`config.mk`:
```
export PLATFORM = sky130hd
export DESIGN_NAME = ivt_timer
export DESIGN_NICKNAME = d
export VERILOG_FILES = /design/src/rtl/ivt_pkg.sv /design/src/rtl/ivt_prescaler.sv /design/src/rtl/ivt_event_sync.sv /design/src/rtl/ivt_count_core.sv /design/src/rtl/ivt_timer.sv
export SDC_FILE = /design/constraint.sdc
export NUM_CORES = 1
export LEC_CHECK = 0
export ABC_AREA = 1
export BUFFER_PORTS_ARGS = -buffer_cell sky130_fd_sc_hd__buf_4
export CAP_MARGIN = 20
export CORE_MARGIN = 2
export CORE_UTILIZATION = 55
export CTS_BUF_LIST = sky130_fd_sc_hd__clkbuf_4
export CTS_CLUSTER_DIAMETER = 60
export DETAILED_ROUTE_END_ITERATION = 16
export GPL_TIMING_DRIVEN = 0
export PLACE_DENSITY_LB_ADDON = 0.12
export SYNTH_ARGS = -nofsm -noshare
export SYNTH_HDL_FRONTEND = slang
export SYNTH_SLANG_ARGS = --single-unit
```
`constraint.sdc`:
```
create_clock -name clk -period 2.35 [get_ports clk]
set_clock_uncertainty 0.2 [all_clocks]
set_input_delay 0 -clock clk [delete_from_list [all_inputs] [get_ports clk]]
set_output_delay 0 -clock clk [all_outputs]
set_load 0.005 [all_outputs]
```
`src/rtl/ivt_pkg.sv`:
```
package ivt_pkg;
  localparam int unsigned TAP_N  = 5;
  localparam logic [3:0]  SRC_EXT = 4'hF;

  typedef enum logic [1:0] {
    EDGE_FALL = 2'b00,
    EDGE_RISE = 2'b01,
    EDGE_NONE = 2'b10,
    EDGE_BOTH = 2'b11
  } edge_mode_e;
endpackage

```
`src/rtl/ivt_prescaler.sv`:
```
module ivt_prescaler #(
  parameter int unsigned TAPS = 5
) (
  input  logic            clk,
  input  logic            rst_n,
  output logic [TAPS-1:0] tap_o
);
  logic [TAPS-1:0] div_q;

  always_ff @(posedge clk or negedge rst_n) begin
    if (!rst_n) div_q <= '0;
    else        div_q <= div_q + 1'b1;
  end

  // tap k strobes once every 2^(k+1) cycles
  for (genvar k = 0; k < TAPS; k++) begin : g_tap
    assign tap_o[k] = &div_q[k:0];
  end


  tap0_period_chk: assert property (@(posedge clk) disable iff (!rst_n)
    tap_o[0] |=> !tap_o[0]);
endmodule

```
`src/rtl/ivt_event_sync.sv`:
```
module ivt_event_sync
  import ivt_pkg::*;
(
  input  logic       clk,
  input  logic       rst_n,
  input  logic       evt_i,
  input  edge_mode_e mode_i,
  output logic       strobe_o
);
  logic s1_q, s2_q, s3_q;
  logic rise, fall;

  always_ff @(posedge clk or negedge rst_n) begin
    if (!rst_n) begin
      s1_q <= 1'b0;
      s2_q <= 1'b0;
      s3_q <= 1'b0;
    end else begin
      s1_q <= evt_i;
      s2_q <= s1_q;
      s3_q <= s2_q;
    end
  end

  assign rise = s2_q & ~s3_q;
  assign fall = ~s2_q & s3_q;

  always_comb begin
    unique case (mode_i)
      EDGE_FALL: strobe_o = fall;
      EDGE_RISE: strobe_o = rise;
      EDGE_BOTH: strobe_o = rise | fall;
      default:   strobe_o = 1'b0;
    endcase
  end


  edge_sync_chk: assert property (@(posedge clk) disable iff (!rst_n)
    $rose(s2_q) |-> $past(s1_q));
endmodule

```
`src/rtl/ivt_count_core.sv`:
```
module ivt_count_core #(
  parameter int unsigned CNT_W = 16
) (
  input  logic             clk,
  input  logic             rst_n,
  input  logic             en_i,
  input  logic             tick_i,
  input  logic             sw_req_i,
  input  logic             ovf_clr_i,
  input  logic [CNT_W-1:0] cmp_i,
  output logic [CNT_W-1:0] cnt_o,
  output logic             irq_o,
  output logic             trig_o,
  output logic             ovf_o
);
  logic [CNT_W-1:0] cnt_q, cnt_nxt;
  logic cmp_pend_q, sw_pend_q, irq_q, trig_q, ovf_q;
  logic do_clear, hit, wrap;

  always_comb begin
    do_clear = cmp_pend_q | sw_pend_q | sw_req_i;
    cnt_nxt  = do_clear ? '0 : cnt_q + 1'b1;
    wrap     = !do_clear && (&cnt_q);
    hit      = !do_clear && (cnt_nxt == cmp_i);
  end

  always_ff @(posedge clk or negedge rst_n) begin
    if (!rst_n) begin
      cnt_q      <= '0;
      cmp_pend_q <= 1'b0;
      sw_pend_q  <= 1'b0;
      irq_q      <= 1'b0;
      trig_q     <= 1'b0;
    end else if (!en_i) begin
      cnt_q      <= '0;
      cmp_pend_q <= 1'b0;
      sw_pend_q  <= 1'b0;
      irq_q      <= 1'b0;
      trig_q     <= 1'b0;
    end else if (tick_i) begin
      cnt_q      <= cnt_nxt;
      cmp_pend_q <= hit;
      sw_pend_q  <= 1'b0;
      irq_q      <= hit;
      trig_q     <= hit;
    end else begin
      if (sw_req_i) sw_pend_q <= 1'b1;
      irq_q  <= 1'b0;
      trig_q <= 1'b0;
    end
  end

  always_ff @(posedge clk or negedge rst_n) begin
    if (!rst_n)                      ovf_q <= 1'b0;
    else if (en_i && tick_i && wrap) ovf_q <= 1'b1;
    else if (ovf_clr_i)              ovf_q <= 1'b0;
  end

  assign cnt_o  = cnt_q;
  assign irq_o  = irq_q;
  assign trig_o = trig_q;
  assign ovf_o  = ovf_q;


  irq_single_chk: assert property (@(posedge clk) disable iff (!rst_n)
    irq_q |=> !irq_q);

  irq_value_chk: assert property (@(posedge clk) disable iff (!rst_n)
    irq_q |-> (cnt_q == $past(cmp_i)));

  clear_after_chk: assert property (@(posedge clk) disable iff (!rst_n)
    (en_i && tick_i && cmp_pend_q) |=> (cnt_q == '0));

  ovf_sticky_chk: assert property (@(posedge clk) disable iff (!rst_n)
    (ovf_q && !ovf_clr_i) |=> ovf_q);

  sw_drop_chk: assert property (@(posedge clk) disable iff (!rst_n)
    !en_i |=> !sw_pend_q);

  hold_zero_chk: assert property (@(posedge clk) disable iff (!rst_n)
    !en_i |=> (cnt_q == '0 && !irq_q && !trig_q));
endmodule

```
`src/rtl/ivt_timer.sv`:
```
module ivt_timer
  import ivt_pkg::*;
#(
  parameter int unsigned CNT_W = 16
) (
  input  logic             clk,
  input  logic             rst_n,
  input  logic             cnt_en,
  input  logic [3:0]       src_sel,
  input  logic [1:0]       edge_mode,
  input  logic             evt_in,
  input  logic [CNT_W-1:0] cmp_val,
  input  logic             sw_restart,
  input  logic             ovf_clr,
  output logic [CNT_W-1:0] count,
  output logic             cmp_irq,
  output logic             cmp_trig,
  output logic             ovf_flag
);
  logic [TAP_N-1:0] taps;
  logic             evt_strobe;
  logic             tick;

  ivt_prescaler #(.TAPS(TAP_N)) u_pre (
    .clk   (clk),
    .rst_n (rst_n),
    .tap_o (taps)
  );

  ivt_event_sync u_evt (
    .clk      (clk),
    .rst_n    (rst_n),
    .evt_i    (evt_in),
    .mode_i   (edge_mode_e'(edge_mode)),
    .strobe_o (evt_strobe)
  );

  always_comb begin
    tick = 1'b0;
    if (src_sel == SRC_EXT) tick = evt_strobe;
    for (int k = 0; k < TAP_N; k++) begin
      if (src_sel == 4'(k)) tick = taps[k];
    end
  end

  ivt_count_core #(.CNT_W(CNT_W)) u_core (
    .clk       (clk),
    .rst_n     (rst_n),
    .en_i      (cnt_en),
    .tick_i    (tick),
    .sw_req_i  (sw_restart),
    .ovf_clr_i (ovf_clr),
    .cmp_i     (cmp_val),
    .cnt_o     (count),
    .irq_o     (cmp_irq),
    .trig_o    (cmp_trig),
    .ovf_o     (ovf_flag)
  );


  irq_trig_pair_chk: assert property (@(posedge clk) disable iff (!rst_n)
    cmp_irq |-> cmp_trig);
endmodule

```
==> results.md, run 1 <==
- Synth Register Bits: 28
- Crit path cell chain: ha_1 > inv_1 > nor2_1 > ha_1 > o2111ai_2 > nand2_1 > nor2_4 > inv_2 > buf_4 > o22ai_1
- Worst-skew pair later-pin latency: 360 ps
- Share of post-route cells with drive strength above 1: 22.86%
- Max-slew headroom: 81.67%
- Die ar.: 0.004025 sq mm
- Required @ worst endpoint: 2430 ps
- Reg2Reg Setup Slack: 130 ps
- CORE AREA: 0.003363 sq mm
- Global-route wire length before repair: 8569 microns
- Core Util, Final: 78.83%
- Max-Cap Viols: 0
- Nature of the critical path startpoint: flip-flop
- Sink Count: 28
- Area grow syn2layout: 36.45%
- Worst path bufs/invs: 3
- Initial drt markers: 198
- Worst setup margin: 129.3 ps
- Largest delay contributor family on the critical path: flip-flops
- Fin crit period: 2221 ps
- Total CTS buffers: 3
- DR WL/cell: 12.81 microns
- Worst reg2reg path depth: 10
- # IOs: 47
- Simple-gate share of the synthesized area: 38.51%
- Post-route ant nets: 0
- Final setup fails: 0
- Clock root buffer: clkbuf_4
- Area of the multi-input gates: 0.001018 sq mm
- Worst R2R End: u_core.cnt_o[0]
- Total track usage: 26.91%
- P per Cell Area: 376.1 mW/mm^2
- # DRC: 0
- Mux cell area share after synthesis: 0%
- Reg clk slew, reported paths: 180 ps
- Status: complete, no violations
- CP arrival: 2300 ps
- CP max stage delay: 440 ps
- Crit end category: flip-flop
- Crit path max fanout: 10
- Max frequency: 450.3 MHz
- Pin count of the biggest net entering global routing: 29
- Row count: 21
- Number of global-route vias before repair: 1899
- Hold Violations, Final: 0
- Syn Inst Count: 277
- Most common cell on crit path: ha_1
- Adder-Cell Fraction of Synth Area: 3.863%
- Least-Margin Pin Slew: 274.0 ps
- Ys async rst share: 100.0%
- Post-synth cell types: 30
- Worst Hold Class: in2reg
- Hold Path Depth: 7
- Pleak: 1.375 nW
- Fillers: 265
- Cell area after synthesis: 0.001943 sq mm
- Compound-Gate Fraction of Synth Area: 8.242%
- GPL Wtd Cong: 0.9152
- Setup crit start: u_pre.div_q[0]
- Routed vias/inst: 5.273
- Share of the synthesized area in the top cell type: 36.06%
- Post-DP HPWL: 3616 microns
- Number of port buffers: 46
- Final worst-path cycle share: 94.50%
- Register area: 700.7 sq um
- H-tree Lvls: 1
- Slowest stage cell on the critical path: dfrtp_1
- Worst reg2reg startpoint: u_pre.div_q[0]
- Path type of the worst setup path: reg2reg
- Mean Syn Cell Area: 7.015 sq um
- Ys flop type: dfrtp_1
- Hold_sp: cmp_val[8]
- Initial antenna violation count: 0
- Slew Viols, Final: 0
- Die Y: 63.44 microns
- XOR/XNOR Fraction of Synth Area: 0.9015%
- Worst slack at placement: 3.709 ps
- Main combinational cell family by area after synthesis: simple AND/OR/NAND/NOR gates
- Worst VDD drop: 0.2998 mV
- Number of buffers on the longest clock path: 2
- Seq/Total Area, Yosys: 36.06%
- Ys Warns: 0
- Width of the die: 63.44 microns
- Final #Nets: 385
- Initial Util: 57.78%
- # diodes: 0
- Pre-antenna DRT Iters: 4
- GRT overflow: 0
- Synth area leader: dfrtp_1
- Mapped Nets: 311
- Total Wirelength: 5071 microns
- Post-synth EDFFs: 0
- CTS tree: built
- Worst Hold End: u_core.cmp_pend_q
- Largest cells by area after synthesis: dfrtp_1, nand2_1, inv_1
- Via count: 2088
- Hold_ws: 2.316 ps
==> routing by layer <==
layer | share of wire, % | GRT usage, % | vias to the layer above
li1 | - | - | 1047
met1 | 45 | 38.52 | 971
met2 | 47 | 42.76 | 63
met3 | 6.2 | 2.857 | 7
met4 | 1.2 | 8.696 | 0
met5 | 0 | 0 | -
==> worst max path at each step <==
stage / end / cells after the start / slack, ps
floorplan: u_core.cnt_o[12] / 10 / 330
global placement: u_core.cnt_o[15] / 10 / 30
detailed placement: u_core.cnt_o[15] / 10 / 4
CTS: u_core.cnt_o[0] / 10 / 70
global route: u_core.cnt_o[13] / 10 / -40
finish: u_core.cnt_o[0] / 10 / 130
==> logic make-up after synthesis <==
family	after synthesis
buffers and inverters	57
XOR/XNOR	2
AND/OR/NAND/NOR	160
flip-flops	28
AO/OA/AOI/OAI	24
adder cells (fa/ha/maj)	6
==> worst min-delay path: cells and delay by family <==
kind	cells	cell delay, ps
AND/OR/NAND/NOR	5	370
buffers and inverters	2	180
==> cells in the final DEF, fill, tap and decap left out, types with 2 or more instances in the layout <==
cell,count
nand2_2,6
o32ai_1,2
buf_4,52
nand4_1,14
nor2_1,29
nor2_2,2
nand2_1,73
nand3_2,2
o22ai_1,13
dlygate4sd3_1,19
clkbuf_4,3
nor2_4,5
inv_1,50
inv_2,2
dfrtp_1,28
nand3_1,24
ha_1,6
nand3b_1,3
a21oi_1,2
==> per-stage QoR <==
step	area [sq um]	power [mW]	instances	setup TNS (ps)
after global routing	2651	1.030	396	-140.4
after global placement	2346	0.6287	369	0
after detailed placement	2346	0.6308	369	0
after floorplan	1943	0.5624	277	0
final	2651	0.9972	396	0
after CTS	2611	0.9857	393	0
==> repair_timing <==
action | CTS | global route
setup endpoints to repair | 3 | 15
gates resized for setup | 1 | 6
buffers inserted | 0 | 3
cloned | 0 | 0
hold endpoints to repair | 42 | 0
hold buffers | 20 | 0
==> state kept, by name (all words and copies together), names as in the netlist <==
signal / flops
u_core.ovf_o: 1
u_core.cnt_o: 16
u_core.irq_o: 1
u_core.sw_pend_q: 1
u_core.cmp_pend_q: 1
u_evt.s1_q: 1
u_evt.s2_q: 1
u_pre.div_q: 5
u_evt.s3_q: 1
==> synthesized netlist by cell type, types with 3 or more instances <==
master	count
nor2_1	30
nand3b_1	3
nand4_1	14
ha_1	6
a21oi_1	3
inv_1	51
nand3_1	24
dfrtp_1	28
nand2_1	73
nand2_2	6
nor2_4	4
o22ai_1	13
==> power breakdown <==
part	internal, mW	switching [mW]	total (mW)
Sequential	0.487	0.00330	0.490
Combinational	0.0841	0.0839	0.168
Clock	0.173	0.166	0.339
==> area by class of cell <==
type,count,area share [%]
multi-input cells,192,38.41
flip-flops and latches,28,26.43
repair buffers,69,21.80
inverters,52,7.362
well taps,46,2.171
plain buffers,5,1.840
clock inverters,1,1.133
clock buffers,3,0.8495
No activity file was read; power rests on OpenSTA's default activity.
==> inputs of run 2 (changes only) <==
--- a/config.mk
+++ b/config.mk
@@ -5,7 +5,6 @@
 export SDC_FILE = /design/constraint.sdc
 export NUM_CORES = 1
 export LEC_CHECK = 0
-export ABC_AREA = 1
 export BUFFER_PORTS_ARGS = -buffer_cell sky130_fd_sc_hd__buf_4
 export CAP_MARGIN = 20
 export CORE_MARGIN = 2
==> run 2 against run 1 <==
Register-to-register slack got worse by 550 ps. Worst setup slack got worse by 550 ps. Maximum frequency decreased by 20%. Utilization increased by 12 points. Synthesized cell count decreased by 11%. Synthesized area increased by 6.6%. Sequential cell count unchanged. Power increased by 5.5%. Sequential power about the same. Count of clock-buffer cells in the layout unchanged. The flow now finishes with violations (negative setup slack). Final cell count decreased by 1.0%.
==> results.md, run 2 <==
- Initial antenna violation count: 0 (unchanged)
- Total Wirelength: 8632 microns (+70%)
- P_int: 0.7708 mW (+3.6%)
- Sink Count: 28 (unchanged)
- CP arrival: 2880 ps (+580 ps)
- # IOs: 47 (unchanged)
- # DRC: 0 (unchanged)
- Cell area after synthesis: 0.002071 sq mm (+6.6%)
- Seq pwr share: 46.7% (-2.5 points)
- CP max stage delay: 460 ps (+20 ps)
- Number of buffers on the longest clock path: 2 (unchanged)
- Worst VDD drop: 0.2634 mV (-12%)
- Gate power share: 21.4% (+4.6 points)
- DR WL/cell: 22.02 microns (+72%)
- Status: finished, violations left
- Clock Power Share: 31.9% (-2.1 points)
- Worst-skew pair later-pin latency: 350 ps (about the same)
- Reg clk slew, reported paths: 170 ps (about the same)
- Post-synth top cells: dfrtp_1, o21ai_0, nor2_1, nand2_1, xnor2_1
- Post-synth EDFFs: 0 (unchanged)
- Least-Margin Pin Slew: 610.3 ps (+336.3 ps)
- Fin crit period: 2774 ps (+553.8 ps)
- Crit end category: flip-flop
- Pleak: 1.434 nW (+4.3%)
- Setup crit start: u_core.sw_pend_q
- Row count: 22 (+4.8%)
- Worst reg2reg startpoint: u_core.sw_pend_q
- Crit path max fanout: 4 (-6)
- Total CTS buffers: 3 (unchanged)
- Placed cell areas: 0.002502 sq mm (+6.7%)
- Total track usage: 32.52% (+5.6 points)
- Pre-antenna DRT Iters: 5 (+1)
- M1 GR Usage: 39.54% (+1.0 points)
- Max FFs per register: 16 (unchanged)
- RSZ-0062 raised after global routing: true
- Seq/Total Area, Yosys: 33.84% (-2.2 points)
- Met3 usage: 4.623% (+1.8 points)
- Hold Violations, Final: 0 (unchanged)
- Synth area leader: dfrtp_1
- Psw: 0.2816 mW (+11%)
- Slew Viols, Final: 0 (unchanged)
- Worst setup margin: -424.5 ps (-553.8 ps)
- Setup_tns: -3008 ps (-3008 ps)
- Mean Syn Cell Area: 8.384 sq um (+20%)
- Clock root buffer: clkbuf_4
- Hold_ws: 16.26 ps (+13.95 ps)
- Path type of the worst setup path: reg2reg
- Initial Util: 56.99% (-0.78 points)
- M2 GR Usage: 58.55% (+16 points)
- Global-route wire length before repair: 10850 microns (+27%)
- Final worst-path cycle share: 118.1% (+24 points)
- Area grow syn2layout: 60.06%
- Failing checks: negative setup slack
- P per Cell Area: 317.5 mW/mm^2 (-16%)
- Crit path cell chain: or3_1 > buf_6 > a211oi_1 > a21oi_1 > nor4b_4 > nand4_1 > nor4_2 > a31o_1
- Gr busiest metal: met2
- Number of port buffers: 46 (unchanged)
- Most common cell in the netlist: dfrtp_1
- Pin count of the biggest net entering global routing: 29 (unchanged)
- Final setup fails: 20 (+20)
- Non-Filler Instances: 392 (-1.0%)
- Max-Cap Viols: 0 (unchanged)
- Post-DP HPWL: 3811 microns (+5.4%)
- Post-route ant nets: 0 (unchanged)
- Share of the synthesized area in the top cell type: 33.84% (-2.2 points)
- Ys Warns: 0 (unchanged)
- Ys flop type: dfrtp_1
- Ys async rst share: 100.0% (unchanged)
- Synth Register Bits: 28 (unchanged)
- CORE AREA: 0.003633 sq mm (+8.0%)
- Routed vias/inst: 6.658 (+26%)
- Die ar.: 0.004272 sq mm (+6.1%)
- Initial drt markers: 328 (+66%)
- Die Y: 65.36 microns (+3.0%)
- Final instance area: 0.003314 sq mm (+25%)
- Placed Instances: 341 (-7.6%)
- Via count: 2610 (+25%)
- Largest cells by area after synthesis: dfrtp_1, xnor2_1, o21ai_0
- Post-synth cell types: 55 (+83%)
- Sw Ratio: 26.76% (+1.3 points)
- Max-slew headroom: 59.31% (-22 points)
- Hold_sp: sw_restart
- Share of post-route cells with drive strength above 1: 42.15% (+19 points)
- GPL Wtd Cong: 0.8963 (-2.1%)
- Width of the die: 65.36 microns (+3.0%)
- Mapped Nets: 281 (-9.6%)
- Syn Inst Count: 247 (-11%)
- CTS tree: built
- Required @ worst endpoint: 2450 ps (+20 ps)
- GRT overflow: 0 (unchanged)
- Nature of the critical path startpoint: flip-flop
- Final #Nets: 379 (-1.6%)
- # diodes: 0 (unchanged)
- H-tree Lvls: 1 (unchanged)
- Max frequency: 360.4 MHz (-20%)
- Most frequent cells in the layout: buf_4, dfrtp_1, nor2_1, dlygate4sd3_1, nand2_1
- Worst Hold Class: in2reg
- Slowest stage cell on the critical path: dfrtp_1
- Most common cell after layout, fill and taps aside: buf_4
- Number of global-route vias before repair: 2317 (+22%)
[run 2: changes by cell type in the layout (fill, tap and decap cells not counted), sizes merged, moves of 16 or more]
cell | previous run | this run
nand2 | 80 | 18
inv | 52 | 8
buf | 55 | 86
o21ai | 3 | 23
nand3 | 26 | 9
nor2 | 36 | 20
[run 2: cells by family (layout without fill, tap and decap cells)]
group	count (synthesis)	in the layout	synth area share (%)
mux	3	3	1.450
buf+inv	27	124	5.861
compound gates	58	58	18.61
simple gates	108	108	29.42
xor+xnor	17	17	7.191
flops	28	28	33.84
fa+ha+maj	6	6	3.625
[run 2: metal layers]
metal | vias to the layer above | part of all wire, % | routed length [microns]
met4 | 0 | 7.2 | 622
met5 | - | 0 | 0
met3 | 77 | 10 | 889
met1 | 1204 | 35 | 2995
li1 | 1095 | - | -
met2 | 234 | 48 | 4125
[run 2: through the flow]
step                setup WS (ps)  power, mW  util, %
global route               -562.6      1.078    91.22
floorplan                  -113.0     0.5626        -
global placement           -511.3     0.6318    68.87
detailed placement         -523.5     0.6340    68.87
CTS                        -315.6     0.9928    83.40
finish                     -424.5      1.052    91.22
[run 2: final cells by class]
type | count | area [sq um]
plain buffers | 17 | 127.6
clock buffers | 3 | 22.52
flip-flops and latches | 28 | 704.4
fillers | 149 | 319.1
repair buffers | 95 | 822.0
multi-input cells | 192 | 1518
inverters | 8 | 30.03
well taps | 48 | 60.06
clock inverters | 1 | 30.03
[run 2: power by group through the flow]
stage               combinational [mW]  clock (mW)  sequential [mW]
floorplan                       0.0645           0            0.498
global placement                 0.133           0            0.499
detailed placement               0.135           0            0.499
CTS                              0.177       0.326            0.490
global route                     0.237       0.349            0.492
finish                           0.225       0.336            0.492
[run 2: worst paths after layout]
check,end,slack [ps],depth (start not counted)
min in group asynchronous,u_core.cnt_o[3],440,4
min,u_core.cnt_o[14],20,5
max in group asynchronous,u_core.cnt_o[9],1330,4
max,u_core.cmp_pend_q,-420,8
max reg2reg,u_core.cmp_pend_q,-420,8
min reg2reg,u_evt.s2_q,250,0
[run 2: what timing repair did]
| item | CTS | global route |
|---|---|---|
| gates cloned | 1 | 1 |
| hold buffers | 19 | 0 |
| gates resized for setup | 35 | 62 |
| setup buffers | 19 | 10 |
| setup endpoints to repair | 20 | 19 |
| pin swaps | 10 | 21 |
| endpoints found under the hold margin | 33 | 0 |
[run 2: worst max-delay path: cells and delay by family (launching register included)]
kind / cells / cell delay [ps]
AO/OA/AOI/OAI: 3 / 650
buffers and inverters: 1 / 140
AND/OR/NAND/NOR: 4 / 1290
flip-flops: 1 / 460
